--- src/rtl/rc_pkg.sv ---
// Package: shared bit positions, flag mask and sequencer state for the reset
// cause controller. Assumes a 16-bit flag register.
package rc_pkg;
    localparam int FLAG_W  = 16;
    localparam int B_TRAP  = 15;
    localparam int B_ILLOP = 14;
    localparam int B_PIN   = 7;
    localparam int B_SWR   = 6;
    localparam int B_WDT   = 4;
    localparam int B_SLEEP = 3;
    localparam int B_IDLE  = 2;
    localparam int B_BOR   = 1;
    localparam int B_POR   = 0;

    localparam logic [FLAG_W-1:0] FLAG_MASK =
        (FLAG_W'(1) << B_TRAP) | (FLAG_W'(1) << B_ILLOP) | (FLAG_W'(1) << B_PIN) |
        (FLAG_W'(1) << B_SWR)  | (FLAG_W'(1) << B_WDT)   | (FLAG_W'(1) << B_SLEEP) |
        (FLAG_W'(1) << B_IDLE) | (FLAG_W'(1) << B_BOR)   | (FLAG_W'(1) << B_POR);

    // Bits wiped by a power-on or brown-out event
    localparam logic [FLAG_W-1:0] SUPPLY_CLR =
        (FLAG_W'(1) << B_TRAP) | (FLAG_W'(1) << B_ILLOP) | (FLAG_W'(1) << B_PIN) |
        (FLAG_W'(1) << B_SWR)  | (FLAG_W'(1) << B_WDT)   | (FLAG_W'(1) << B_SLEEP) |
        (FLAG_W'(1) << B_IDLE);

    typedef struct packed {
        logic trap;
        logic illop;
        logic pin;
        logic swr;
        logic wdt;
        logic sleep;
        logic idle;
        logic bor;
        logic por;
    } rc_events_t;

    typedef enum logic [1:0] {
        SEQ_PORD = 2'd0,
        SEQ_PWRT = 2'd1,
        SEQ_RUN  = 2'd2
    } seq_state_e;
endpackage

--- src/rtl/rc_flags.sv ---
// Sticky cause flag register. A software write loads the implemented bits.
// Supply events and the power-save pulses then clear their bits, and hardware
// events then set theirs, so a hardware set beats a same-cycle write.
// Assumes the event inputs are single-cycle pulses.
module rc_flags
    import rc_pkg::*;
(
    input  logic              clk,
    input  logic              rst_n,
    input  rc_events_t        ev,
    input  logic              wr_en,
    input  logic [FLAG_W-1:0] wr_data,
    output logic [FLAG_W-1:0] flags_q
);
    logic [FLAG_W-1:0] base;
    logic [FLAG_W-1:0] clr_vec;
    logic [FLAG_W-1:0] set_vec;
    logic [FLAG_W-1:0] nxt;

    // Build the per-bit clear and set vectors from the events
    always_comb begin
        clr_vec = '0;
        set_vec = '0;
        if (ev.por || ev.bor) clr_vec = clr_vec | SUPPLY_CLR;
        clr_vec[B_IDLE]  = clr_vec[B_IDLE]  | ev.sleep;
        clr_vec[B_SLEEP] = clr_vec[B_SLEEP] | ev.idle;
        set_vec[B_TRAP]  = ev.trap;
        set_vec[B_ILLOP] = ev.illop;
        set_vec[B_PIN]   = ev.pin;
        set_vec[B_SWR]   = ev.swr;
        set_vec[B_WDT]   = ev.wdt;
        set_vec[B_SLEEP] = ev.sleep;
        set_vec[B_IDLE]  = ev.idle;
        set_vec[B_BOR]   = ev.bor | ev.por;
        set_vec[B_POR]   = ev.por;
    end

    // Next value: write (or hold), then clears, then sets, unused bits forced to 0
    always_comb begin
        base = wr_en ? wr_data : flags_q;
        nxt  = ((base & ~clr_vec) | set_vec) & FLAG_MASK;
    end

    // Flag register
    always_ff @(posedge clk) begin
        if (!rst_n) flags_q <= '0;
        else        flags_q <= nxt;
    end
endmodule

--- src/rtl/rc_seq.sv ---
// Release sequencer: after a reset request it counts POR_DLY cycles and then
// PWRT_DLY cycles before releasing the system reset. A new request restarts
// the count. Execution is gated by the oscillator and PLL ready inputs.
// Assumes both delays are at least 1.
module rc_seq
    import rc_pkg::*;
#(
    parameter int unsigned POR_DLY  = 16,
    parameter int unsigned PWRT_DLY = 24
) (
    input  logic clk,
    input  logic rst_n,
    input  logic req,
    input  logic osc_ready,
    input  logic pll_locked,
    output logic sys_rst,
    output logic cpu_run
);
    localparam int unsigned MAX_DLY = (POR_DLY > PWRT_DLY) ? POR_DLY : PWRT_DLY;
    localparam int unsigned CNT_W   = $clog2(MAX_DLY + 1);
    localparam logic [CNT_W-1:0] POR_LAST  = CNT_W'(POR_DLY - 1);
    localparam logic [CNT_W-1:0] PWRT_LAST = CNT_W'(PWRT_DLY - 1);

    seq_state_e       state;
    logic [CNT_W-1:0] cnt;

    // Delay state machine with restart on any request
    always_ff @(posedge clk) begin
        if (!rst_n || req) begin
            state <= SEQ_PORD;
            cnt   <= '0;
        end else begin
            case (state)
                SEQ_PORD: begin
                    if (cnt == POR_LAST) begin
                        state <= SEQ_PWRT;
                        cnt   <= '0;
                    end else begin
                        cnt <= cnt + 1'b1;
                    end
                end
                SEQ_PWRT: begin
                    if (cnt == PWRT_LAST) begin
                        state <= SEQ_RUN;
                        cnt   <= '0;
                    end else begin
                        cnt <= cnt + 1'b1;
                    end
                end
                default: begin
                    state <= SEQ_RUN;
                    cnt   <= '0;
                end
            endcase
        end
    end

    // Outputs: reset held until the run state, execution also needs clocks ready
    always_comb begin
        sys_rst = (state != SEQ_RUN);
        cpu_run = !sys_rst && osc_ready && pll_locked;
    end
endmodule

--- src/rtl/rc_clksel.sv ---
// Post-reset clock choice: on a request, a power-on (or disabled clock
// switching) takes the configured source and any other reset keeps the
// current one. Assumes req is high whenever por is high.
module rc_clksel #(
    parameter int unsigned OSC_W = 3
) (
    input  logic             clk,
    input  logic             rst_n,
    input  logic             req,
    input  logic             por,
    input  logic             clksw_en,
    input  logic [OSC_W-1:0] cfg_osc,
    input  logic [OSC_W-1:0] cur_osc,
    output logic [OSC_W-1:0] boot_osc
);
    // Capture the chosen source on every request
    always_ff @(posedge clk) begin
        if (!rst_n)   boot_osc <= '0;
        else if (req) boot_osc <= (por || !clksw_en) ? cfg_osc : cur_osc;
    end
endmodule

--- src/rtl/rst_cause_ctrl.sv ---
// Reset cause and sequencing controller top. Packs the event pulses, forms
// the combined reset request and joins the flag register, the release
// sequencer and the clock chooser. Assumes all events are synchronous pulses.
module rst_cause_ctrl
    import rc_pkg::*;
#(
    parameter int unsigned POR_DLY  = 16,
    parameter int unsigned PWRT_DLY = 24,
    parameter int unsigned OSC_W    = 3
) (
    input  logic              clk,
    input  logic              rst_n,
    input  logic              por_evt,
    input  logic              bor_evt,
    input  logic              pin_rst_evt,
    input  logic              sw_rst_evt,
    input  logic              wdt_evt,
    input  logic              trap_evt,
    input  logic              illop_evt,
    input  logic              sleep_evt,
    input  logic              idle_evt,
    input  logic              flag_we,
    input  logic [FLAG_W-1:0] flag_wdata,
    output logic [FLAG_W-1:0] flags,
    input  logic              clksw_en,
    input  logic [OSC_W-1:0]  cfg_osc,
    input  logic [OSC_W-1:0]  cur_osc,
    input  logic              osc_ready,
    input  logic              pll_locked,
    output logic              sys_rst,
    output logic              cpu_run,
    output logic [OSC_W-1:0]  boot_osc
);
    rc_events_t ev;
    logic       req_any;

    // Pack the events and combine the ones that request a reset
    always_comb begin
        ev.trap  = trap_evt;
        ev.illop = illop_evt;
        ev.pin   = pin_rst_evt;
        ev.swr   = sw_rst_evt;
        ev.wdt   = wdt_evt;
        ev.sleep = sleep_evt;
        ev.idle  = idle_evt;
        ev.bor   = bor_evt;
        ev.por   = por_evt;
        req_any  = por_evt | bor_evt | pin_rst_evt | sw_rst_evt |
                   wdt_evt | trap_evt | illop_evt;
    end

    rc_flags u_flags (
        .clk     (clk),
        .rst_n   (rst_n),
        .ev      (ev),
        .wr_en   (flag_we),
        .wr_data (flag_wdata),
        .flags_q (flags)
    );

    rc_seq #(
        .POR_DLY  (POR_DLY),
        .PWRT_DLY (PWRT_DLY)
    ) u_seq (
        .clk        (clk),
        .rst_n      (rst_n),
        .req        (req_any),
        .osc_ready  (osc_ready),
        .pll_locked (pll_locked),
        .sys_rst    (sys_rst),
        .cpu_run    (cpu_run)
    );

    rc_clksel #(
        .OSC_W (OSC_W)
    ) u_clksel (
        .clk      (clk),
        .rst_n    (rst_n),
        .req      (req_any),
        .por      (por_evt),
        .clksw_en (clksw_en),
        .cfg_osc  (cfg_osc),
        .cur_osc  (cur_osc),
        .boot_osc (boot_osc)
    );
endmodule

--- config.mk ---
export PLATFORM = sky130hd
export DESIGN_NAME = rst_cause_ctrl
export DESIGN_NICKNAME = d
export VERILOG_FILES = /design/src/rtl/rc_pkg.sv /design/src/rtl/rc_flags.sv /design/src/rtl/rc_seq.sv /design/src/rtl/rc_clksel.sv /design/src/rtl/rst_cause_ctrl.sv
export SDC_FILE = /design/constraint.sdc
export NUM_CORES = 1
export LEC_CHECK = 0
export ABC_CLOCK_PERIOD_IN_PS = 1350
export CAP_MARGIN = 40
export CORE_ASPECT_RATIO = 1.25
export CORE_MARGIN = 4
export CORE_UTILIZATION = 33
export CTS_CLUSTER_SIZE = 8
export DETAILED_ROUTE_END_ITERATION = 7
export GPL_ROUTABILITY_DRIVEN = 1
export PLACE_DENSITY = 0.86
export SLEW_MARGIN = 20
export SYNTH_ARGS = -nofsm -noshare
export SYNTH_HDL_FRONTEND = slang
export SYNTH_HIERARCHICAL = 1
export SYNTH_SLANG_ARGS = --single-unit
export TNS_END_PERCENT = 50
--- constraint.sdc ---
create_clock -name clk -period 1.35 [get_ports clk]
set_input_delay 0.27 -clock clk [delete_from_list [all_inputs] [get_ports clk]]
set_output_delay 0.27 -clock clk [all_outputs]
set_load 0.05 [all_outputs]
==> out/results.txt <==
Placer Congestion: 0.7870
Setup Skew: 5.928 ps
Final Hold Fails: 0
Fin. max-slew vios: 0
Global route total overflow: 0
Crit path time final: 1340 ps
Total core area: 2759 µm²
Worst R2R Start: u_seq/cnt[0]$_SDFF_PP0_
Num ports: 58
Setup tns final: 0 ps
Area growth syn-to-layout: 80.93%
Outcome: complete, no violations
Clk sinks: 19
Starting Density: 35.19%
Final Cycle Share: 99.29%
Area occupied by multi-input gates: 581.8 µm²
Startpoint of the worst hold path: sw_rst_evt
CP Launch Type: input port
Final setup fails: 0
Share of post-route cells with drive strength above 1: 36.88%
CP Class: in -> out
Vias in the first global route: 1,002
FF-to-FF path depth: 7
HP Class: in -> reg
Leak Pwr: 0.7695 nW
Die Wd: 56.52 µm
Clock slew at reported path FFs: 110 ps
Top achievable clock speed: 746.1 MHz
TritonCTS clock tree: yes
Netlist cell types: 32
Hold path depth: 3
Max VDD drop: 558.0 µV
Antenna Cells: 0
Clock Latency Late Sink: 290 ps
H-tree levels: 1
Root buffer cell: clkbuf_4
Worst-path cell chain: clkdlybuf4s50_1 -> nand2_2 -> nor2_4 -> buf_12
Die area: 3879 µm²
Pwr/cell area: 755.6 nW/µm²
CP Data Required Time: 1080 ps
Routed WL: 2.700 mm
Pin count of the biggest net entering global routing: 14
Final layout net count: 201
CTS Buf Count: 3
DRT iter0 DRCs: 17
GRT Total Usage: 14.51%
CP startpoint: pll_locked
Max_cap viols: 0
FF+latch area: 386.6 µm²
Yosys Warn Count: 6
Routed vias: 941
First-pass GRT wire length: 4.402 mm
Cell count after synthesis: 102
CTS Hold Bufs: 0
Seq cells post-synth: 19
Antenna Nets Post-Route: 0
Arr. time, crit path: 1070 ps
Cell Area, Synth: 970.9 µm²
Vias per Instance: 4.851
CTS Buffer Depth: 2
Slowest CP cell: clkdlybuf4s50_1
Die Y: 68.65 µm
Sequential fraction of the synthesis area: 39.18%
Syn avg cell area: 9.519 µm²
Slowest stage delay, CP: 470 ps
Post-route DRC: 0
RSZ-0062 raised after global routing: true
Buffers on Ports: 43
Wire per inst: 13.92 µm
Total power: 1.327 mW
Fillcell total: 209
TritonRoute pass-1 iters: 4
Hpwl dp: 2.171 mm
CP Capture Type: primary output
Num rows: 21
Initial antenna violation count: 0
Critical path fanouts, max: 1
==> per-stage QoR <==
stage / util (%) / setup WS, ps / hold slack [ps] / instance area, µm² / instances
after CTS: 61.22 / 1.107 / 345.6 / 1689 / 192
after global placement: 58.41 / -470.5 / 445.1 / 1612 / 185
final: 63.67 / 9.607 / 268.4 / 1757 / 194
after floorplan: - / 40.25 / 368.7 / 1003 / 108
after global routing: 63.67 / -24.22 / 323.3 / 1757 / 194
after detailed placement: 58.41 / -598.6 / 453.0 / 1612 / 185
==> cells by family (layout without fill, tap and decap cells) <==
kind of cell,count (synthesis),after routing,synth area share (%)
buf+inv,19,71,11.73
xor+xnor,2,2,1.804
fa+ha+maj,3,3,3.866
mux,9,9,9.536
flops,19,19,39.17
simple gates,29,29,18.56
compound gates,20,20,14.95
other cells,1,7,0.3862
==> cell type report <==
class / count / area share [%]
multi-input cells: 70 / 33.12
repair buffers: 58 / 38.82
flip-flops and latches: 19 / 22.01
clock buffers: 3 / 1.282
inverters: 9 / 2.066
clock inverters: 1 / 0.2849
well taps: 34 / 2.422
==> layout by cell type (no fill, tap or decap), types with 2 or more instances in the layout <==
cell type and n:
a311oi_1 2, and4bb_1 3, buf_12 14, buf_4 15, clkbuf_4 3, clkdlybuf4s50_1 22
conb_1 7, dfxtp_1 14, dfxtp_2 5, dlygate4sd2_1 5, dlymetal6s2s_1 2, ha_4 2
inv_1 7, mux2_2 2, mux2i_1 7, nand2_1 9, nand2_2 2, nor2_1 2
nor3_1 2, nor4_4 2, o21ai_0 6, o21ai_1 3, o31ai_2 2
==> synthesized netlist by cell type, drive strengths merged <==
cell type | instances | area share [%]
nor3b | 1 | 1.3
conb | 1 | 0.39
o31a | 1 | 1.0
o31ai | 2 | 2.6
and2 | 1 | 0.64
mux2 | 2 | 2.3
nor2 | 3 | 1.2
inv | 9 | 3.5
a21boi | 1 | 0.77
ha | 3 | 3.9
nand3 | 2 | 1.0
o21ai | 10 | 5.2
buf | 10 | 8.2
or3b | 1 | 0.90
and4bb | 3 | 3.9
xnor2 | 1 | 0.90
mux2i | 7 | 7.2
nand2b | 1 | 0.64
nor4 | 2 | 2.8
o211a | 1 | 1.0
nand2 | 12 | 4.6
o21a | 1 | 0.77
o311ai | 1 | 0.90
xor2 | 1 | 0.90
nor3 | 3 | 1.5
a311oi | 3 | 2.7
dfxtp | 19 | 39
==> power by group <==
group          switching (mW)  internal (mW)
registers              0.0277          0.586
logic                   0.212          0.213
clock network           0.179          0.110
total                   0.418          0.909
==> worst max-delay path, delay by kind of cell <==
kind                   cells  cell delay [ps]
buffers and inverters      2              610
and+or+nand+nor            2              190
==> flip-flops by register name (all words and copies together) (netlist names) <==
name and count:
u_seq/cnt 5, u_clksel/boot_osc 3, u_flags/flags_q 9, u_seq/state 2
==> per-layer routing <==
layer  global-route usage [%]  wire length (µm)  vias to the layer above
met2                    28.76              1518                       37
li1                         -                 -                      458
met1                    13.76               941                      444
met5                        0                 0                        -
met3                    5.028               227                        2
met4                    5.341                12                        0
==> path summary, 6_finish.rpt <==
kind	endpoint	slack (ps)
setup reg to reg	u_seq/cnt[4]$_SDFF_PP0_	100
hold / removal	u_flags/flags_q[6]$_SDFF_PN0_	270
setup / recovery	cpu_run	10
hold reg to reg	u_seq/cnt[0]$_SDFF_PP0_	550
==> what timing repair did <==
action | in CTS | in global routing
gates resized for setup | 19 | 13
setup endpoints to repair | 11 | 10
buffers inserted | 3 | 2
pin swaps | 9 | 6
(Power assumes the default switching activity.)
